**src/rtl/pt_walker.sv**
```systemverilog
module pt_walker (
  input  logic        clk,
  input  logic        rst_n,
  input  logic        start,
  input  logic [31:0] vaddr,
  input  logic [31:0] root,
  output logic        busy,
  output logic        mem_req,
  output logic [31:0] mem_addr,
  input  logic        mem_rvalid,
  input  logic [31:0] mem_rdata,
  output logic        done,
  output logic        fault,
  output logic [31:0] paddr
);
  localparam int OFFW = 12;
  localparam int IDXW = 10;
  localparam int PNW  = 32 - OFFW;

  typedef enum logic [2:0] {IDLE, READ_L1, WAIT_L1, READ_L2, WAIT_L2, DONE} st_t;

  st_t             st;
  logic [31:0]     va_q, root_q;
  logic [PNW-1:0]  pn_q;
  logic            flt_q;

  wire pte_ok = mem_rdata[0] & mem_rdata[1];

  always_ff @(posedge clk) begin
    if (!rst_n) begin
      st     <= IDLE;
      va_q   <= '0;
      root_q <= '0;
      pn_q   <= '0;
      flt_q  <= 1'b0;
    end else begin
      case (st)
        IDLE: if (start) begin
          va_q   <= vaddr;
          root_q <= root;
          flt_q  <= 1'b0;
          st     <= READ_L1;
        end
        READ_L1: st <= WAIT_L1;
        WAIT_L1: if (mem_rvalid) begin
          pn_q <= mem_rdata[31:OFFW];
          if (pte_ok) st <= READ_L2;
          else begin
            flt_q <= 1'b1;
            st    <= DONE;
          end
        end
        READ_L2: st <= WAIT_L2;
        WAIT_L2: if (mem_rvalid) begin
          pn_q  <= mem_rdata[31:OFFW];
          flt_q <= ~pte_ok;
          st    <= DONE;
        end
        DONE:    st <= IDLE;
        default: st <= IDLE;
      endcase
    end
  end

  wire [IDXW-1:0] p1 = va_q[31:OFFW+IDXW];
  wire [IDXW-1:0] p2 = va_q[OFFW+IDXW-1:OFFW];

  assign busy     = (st != IDLE);
  assign mem_req  = (st == READ_L1) || (st == READ_L2);
  assign mem_addr = (st == READ_L2) ? {pn_q, p2, 2'b00}
                                    : root_q + {{(30-IDXW){1'b0}}, p1, 2'b00};
  assign done     = (st == DONE);
  assign fault    = done & flt_q;
  assign paddr    = (done & ~flt_q) ? {pn_q, va_q[OFFW-1:0]} : '0;


  done_pulse_chk: assert property (@(posedge clk) disable iff (!rst_n)
    done |=> !done);


  fault_needs_done_chk: assert property (@(posedge clk) disable iff (!rst_n)
    fault |-> (done && paddr == '0));


  req_single_chk: assert property (@(posedge clk) disable iff (!rst_n)
    mem_req |=> !mem_req);


  l1_fault_chk: assert property (@(posedge clk) disable iff (!rst_n)
    (st == WAIT_L1 && mem_rvalid && !pte_ok) |=> (done && fault));


  start_ignored_chk: assert property (@(posedge clk) disable iff (!rst_n)
    (start && busy) |=> ($stable(va_q) && $stable(root_q)));


  stray_rvalid_chk: assert property (@(posedge clk) disable iff (!rst_n)
    (!busy && !start && mem_rvalid) |=> !busy);
endmodule

```
**config.mk**
```make
export PLATFORM = sky130hd
export DESIGN_NAME = pt_walker
export DESIGN_NICKNAME = d
export VERILOG_FILES = /design/src/rtl/pt_walker.sv
export SDC_FILE = /design/constraint.sdc
export NUM_CORES = 1
export LEC_CHECK = 0
export ABC_AREA = 1
export BUFFER_PORTS_ARGS = -buffer_cell sky130_fd_sc_hd__buf_4
export CAP_MARGIN = 15
export CORE_AREA = 5 5 147 149
export CTS_BUF_LIST = sky130_fd_sc_hd__clkbuf_16
export CTS_CLUSTER_SIZE = 12
export DETAILED_ROUTE_END_ITERATION = 10
export DIE_AREA = 0 0 152 154
export GPL_TIMING_DRIVEN = 1
export PLACE_DENSITY_LB_ADDON = 0.25
export SLEW_MARGIN = 30
export SYNTH_ARGS = -nofsm -noshare
export SYNTH_HDL_FRONTEND = slang
export SYNTH_SLANG_ARGS = --single-unit
```
**constraint.sdc**
```tcl
create_clock -name clk -period 2.35 [get_ports clk]
set_input_delay 0.235 -clock clk [delete_from_list [all_inputs] [get_ports clk]]
set_output_delay 0.235 -clock clk [all_outputs]
set_load 0.02 [all_outputs]
```
After elaboration in Yosys (flattened, before gate mapping)
Cells that the tools add are included.
{"block": "totals", "wordCells": 41, "in_bits": 100, "mem_bits_rw": 0, "romBits": 0, "n_memories": 0, "regBits": 88, "latchBits": 0}
{"block": "classes", "order_cmp": 0, "n_bitwise": 5, "n_mux": 12, "n_div": 0, "eq_ne": 9, "n_reduce_logical": 9, "shift": 0, "n_addsub": 1, "multipliers": 0}
{"op": "$mux 32", "n": 2}
{"op": "$add 32x12->32", "n": 1}
{"op": "$pmux 3 s5", "n": 1}
{"op": "$mux 3", "n": 4}
{"op": "$ne 2x2->1 const B", "n": 4}
{"op": "$eq 3x2->1 const B", "n": 2}
{"op": "$eq 3x3->1 const B", "n": 2}
{"op": "$reduce_bool 3->1", "n": 2}
{"op": "$reduce_and 5->1", "n": 1}
{"op": "$mux 1", "n": 4}
{"op": "$reduce_and 2->1", "n": 2}
{"op": "$and 1x1->1", "n": 3}
{"op": "$eq 3x1->1 const B", "n": 1}
{"op": "$logic_not 3->1", "n": 1}
{"op": "$pmux 1 s3", "n": 1}
{"op": "$reduce_and 3->1", "n": 1}
{"op": "$not 1->1", "n": 2}
{"op": "$reduce_or 2->1", "n": 1}
{"op": "$logic_or 1x1->1", "n": 1}

Depth between registers and ports, before layout
{"block": "logic_depth", "word_depth": 4, "depth_mapped": 13, "mapped_depth_nobuf": 13}

Worst setup path before layout
Ideal clock, no wire load.
{"block": "synth_timing", "path_kind": "register to output", "start": "register va_q[22]", "end": "output port mem_addr[10]", "stages_incl_launch_ff": 9, "path_buffers": 0, "t_required_ns": 2.115, "path_slack_ns": 0.206, "t_arrival_ns": 1.909, "path_cell_list": "dfxtp_1 > ha_1 > fa_1 > nand3_1 > nand3_1 > nand2_1 > nand2_1 > xnor2_1 > o21ai_0"}
{"block": "synth_between", "elab_chain_len": 2}
{"element": "start, declared", "line": "23", "text": "logic [31:0] va_q, root_q;"}
{"element": "start signal, assigned", "line": "39", "text": "va_q <= vaddr;"}
{"element": "$add 32x12->32", "line": "71", "text": ": root_q + {{(30-IDXW){1'b0}}, p1, 2'b00};"}
{"element": "$mux 32", "line": "70", "text": "assign mem_addr = (st == READ_L2) ? {pn_q, p2, 2'b00}"}
{"element": "end, declared", "line": "9", "text": "output logic [31:0] mem_addr,"}
Every way passes these cells.

Worst setup path in the final report
{"block": "layout_timing", "start": "register root_q[2]", "end": "output port mem_addr[30]"}
{"block": "layout_between", "elab_chain_len": 2}
{"element": "start, declared", "line": "23"}
{"element": "start signal, assigned", "line": "40", "text": "root_q <= root;"}
{"element": "$add 32x12->32", "line": "71"}
{"element": "$mux 32", "line": "70"}
Every way passes these cells.

==> impl_metrics.py <==
metrics = {
    "timing": {
        "fin_setup_tns_ns": -0.0165,
        "setup_violations": 4,
        "rsz0062_at_grt": "yes",
        "post_layout_minimum_cycle_time_ns": 2.36,
        "max_slew_violations": 0,
        "hold_violations": 0,
        "min_period_over_period": 1.00,
        "timing.slew.headroom": 0.555,
        "postLayoutSetupSlackWorst_ns": -0.0104,
        "worst_clock_skew_ns": 0.00471,
        "max_freq_ghz": 0.424,
        "tightestPinTransition_ns": 0.667,
    },
    "drt": {
        "post_route_met1_wirelength_um": 7910,
        "drc": 0,
        "drt-total-wl_um": 17200,
        "routed_via_density": 4.37,
        "drt_pass_1_iters": 5,
        "vias": 5220,
        "wl_met2_um": 7890,
        "dr_wl_met3_um": 1120,
        "ant_nets": 0,
        "wl_cell_um": 14.4,
        "highest_layer": "met4",
        "detail_route.iter0.violations": 335,
    },
    "clock_tree": {
        "worstSkewPairLatency_ns": 0.35,
        "hold_buf_count_cts": 0,
        "clkTransAtPathRegs_ns": 0.06,
        "tritoncts_num_sinks": 88,
        "htree_num_levels": 3,
        "clock_path_buffers": 2,
        "number_of_cts_inserted_buffers": 9,
        "clk_root_buffer_cell": "sky130_fd_sc_hd__clkbuf_16",
        "tritoncts": "done",
    },
    "critical_path": {
        "crit_chain": "ha_4 > fa_2 > nand3_2 > nand3_4 > nand3_4 > nand3_4 > nand2_1 > nand2_1 > nand2_1 > nand2_1 > nand2_1 > buf_6",
        "timing.critical_path.slowest_cell_delay_ns": 0.37,
        "critical-path-slowest-cell": "sky130_fd_sc_hd__fa_2",
        "crit_required_ns": 2.12,
        "worst-setup-path-type": "flip-flop to output pin",
        "critPathLaunchType": "flip-flop",
        "timing.reg2reg.setup_slack_ns": 0.64,
        "critical_path_peak_fanout": 7,
        "cp-end-kind": "output pin",
        "worstPathArrival_ns": 2.13,
        "crit_top_cell": "sky130_fd_sc_hd__nand2_1",
    },
    "layout": {
        "number_of_diodes_added_for_antenna_fixing": 0,
        "fin_nets": 1031,
        "area.growth.synth_to_final_pct": 45.3,
        "utilization_of_the_core_after_routing": 0.356,
        "final_layout_size_suffix_gt1_frac": 0.308,
        "fillers": 2276,
    },
    "floorplanning": {
        "core-area_um2": 20000,
        "start_util": 0.245,
        "die_width_um": 152,
        "overall_die_area_um2": 23400,
        "num_io_pins": 168,
        "row_count": 52,
        "dieHeight_um": 154,
    },
    "pwr": {
        "static-leakage-power_nw": 3.17,
        "pwr_density_cell_nw_per_um2": 1060,
        "power.ir.vdd_worst_mv": 0.619,
    },
    "grt": {
        "pin_count_of_the_biggest_net_entering_global_routing": 75,
        "grt_usage": 0.142,
        "vias_in_the_first_global_route": 5224,
        "grt_overflow_total": 0,
        "grt_first_pass_wirelength_um": 27000,
        "initial_antenna_violation_count": 0,
    },
    "run_status": {
        "violated_checks": "setup timing",
        "run_status": "finished, violations left",
    },
    "logic_synthesis": {
        "synth.yosys.seq_area_share": 0.359,
        "avg_cell_area_syn_um2": 6.36,
        "syn-num-nets": 883,
        "yosys.cell_types.count": 30,
        "synthDominantCellAreaShare": 0.359,
        "synth_cells": 772,
        "synth_top_cells_by_area": "sky130_fd_sc_hd__dfxtp_1 36%, sky130_fd_sc_hd__nand2_1 11%, sky130_fd_sc_hd__inv_1 9.8%",
        "ys_seq_elements": 88,
        "synth.cell_area_um2": 4910,
        "yosys_top_cell_by_area": "sky130_fd_sc_hd__dfxtp_1",
        "yosysWarningCount": 0,
    },
    "place": {
        "detailedPlacementHpwl_um": 13100,
        "portBuffers": 157,
        "gp_congestion": 0.853,
    },
    "flow_run": {
        "drv.max_cap_violation_count": 0,
    },
    "min_path": {
        "min-delay-path-class": "primary input to flip-flop",
    },
}
[worst max-delay path: cells and delay by family (launching register included)]
kind	cells	cell delay [ns]
flops	1	0.33
buf+inv	1	0.12
fa+ha+maj	2	0.53
simple gates	9	0.78
[path summary, 6_finish.rpt]
check	start	endpoint	cells after the start
min reg2reg	va_q[17]$_SDFFE_PN0P_	va_q[17]$_SDFFE_PN0P_	2
max reg2reg	st[1]$_SDFFE_PN0P_	va_q[30]$_SDFFE_PN0P_	5
min	mem_rdata[23]	pn_q[11]$_SDFFE_PN0P_	3
max	root_q[2]$_SDFFE_PN0P_	mem_addr[30]	12
[per-stage QoR]
stage	power, mW	cell area (µm²)	worst slack [ns]	hold WS [ns]	std cells
after CTS	7.47	6960	-0.0200	0.141	1192
final	7.56	7130	-0.0104	0.148	1195
after global placement	5.63	6390	0.102	0.435	1175
after detailed placement	5.63	6390	0.0833	0.436	1175
after global routing	8.15	7130	-0.142	0.152	1195
after floorplan	4.36	4910	0.206	0.409	772
[what timing repair did]
action,4_1_cts,5_1_grt
buffers inserted,1,3
setup endpoints to repair,25,25
pin swaps,0,12
gates resized for setup,49,57
[layer usage]
layer	vias to the layer above	GRT usage
met5	-	0
met4	0	0.0415
met3	15	0.0495
met2	124	0.229
met1	2330	0.180
li1	2751	-
[synth_stat cells, drive strengths merged]
master / count
nor3: 7
dfxtp: 88
inv: 132
o21a: 1
and2: 2
or2: 1
xnor2: 6
nand3: 59
a21boi: 1
buf: 20
nand2: 150
xor2: 1
nor2: 73
nand4: 6
o21ai: 108
fa: 1
ha: 10
o22ai: 2
a211oi: 1
clkbuf: 16
a21oi: 87
[sequential cells by signal, summed over array words and instances, names as in the netlist]
name,cells
pn_q,20
st,3
flt_q,1
root_q,32
va_q,32
[final cells by class]
class / count / area, µm² / area share
clock buffers: 9 / 225 / 0.0316
clock inverters: 7 / 86.3 / 0.0121
multi-input cells: 516 / 2860 / 0.401
flip-flops and latches: 88 / 1780 / 0.250
inverters: 132 / 495 / 0.0694
well taps: 270 / 338 / 0.0474
repair buffers: 173 / 1340 / 0.188
[power breakdown]
| part | internal, mW | switching (mW) | total (mW) |
|---|---|---|---|
| combinational | 1.42 | 2.22 | 3.65 |
| clock | 0.923 | 0.642 | 1.57 |
| sequential | 2.01 | 0.346 | 2.35 |
| total | 4.35 | 3.21 | 7.56 |
[layout by cell type (no fill, tap or decap), types with 5 or more instances in the layout]
cell,count
sky130_fd_sc_hd__nor2_1,60
sky130_fd_sc_hd__inv_1,128
sky130_fd_sc_hd__buf_4,166
sky130_fd_sc_hd__ha_4,9
sky130_fd_sc_hd__dfxtp_2,18
sky130_fd_sc_hd__o21ai_1,30
sky130_fd_sc_hd__buf_6,5
sky130_fd_sc_hd__dfxtp_1,70
sky130_fd_sc_hd__o21ai_0,76
sky130_fd_sc_hd__a21oi_1,86
sky130_fd_sc_hd__nand3_1,42
sky130_fd_sc_hd__nand4_1,6
sky130_fd_sc_hd__nand3_2,12
sky130_fd_sc_hd__nand2_2,21
sky130_fd_sc_hd__nor3_1,5
sky130_fd_sc_hd__clkbuf_16,9
sky130_fd_sc_hd__nand3_4,5
sky130_fd_sc_hd__nand2_1,125
sky130_fd_sc_hd__nor2_2,10
[kinds of logic (layout without fill, tap and decap cells)]
kind of cell | Yosys count | after routing | share of synthesized area
flip-flops | 88 | 88 | 0.359
AND/OR/NAND/NOR | 298 | 298 | 0.258
buffers and inverters | 168 | 321 | 0.134
XOR/XNOR | 7 | 7 | 0.0125
adder cells (fa/ha/maj) | 11 | 11 | 0.0296
AO/OA/AOI/OAI | 200 | 200 | 0.207
(Power assumes the default switching activity.)
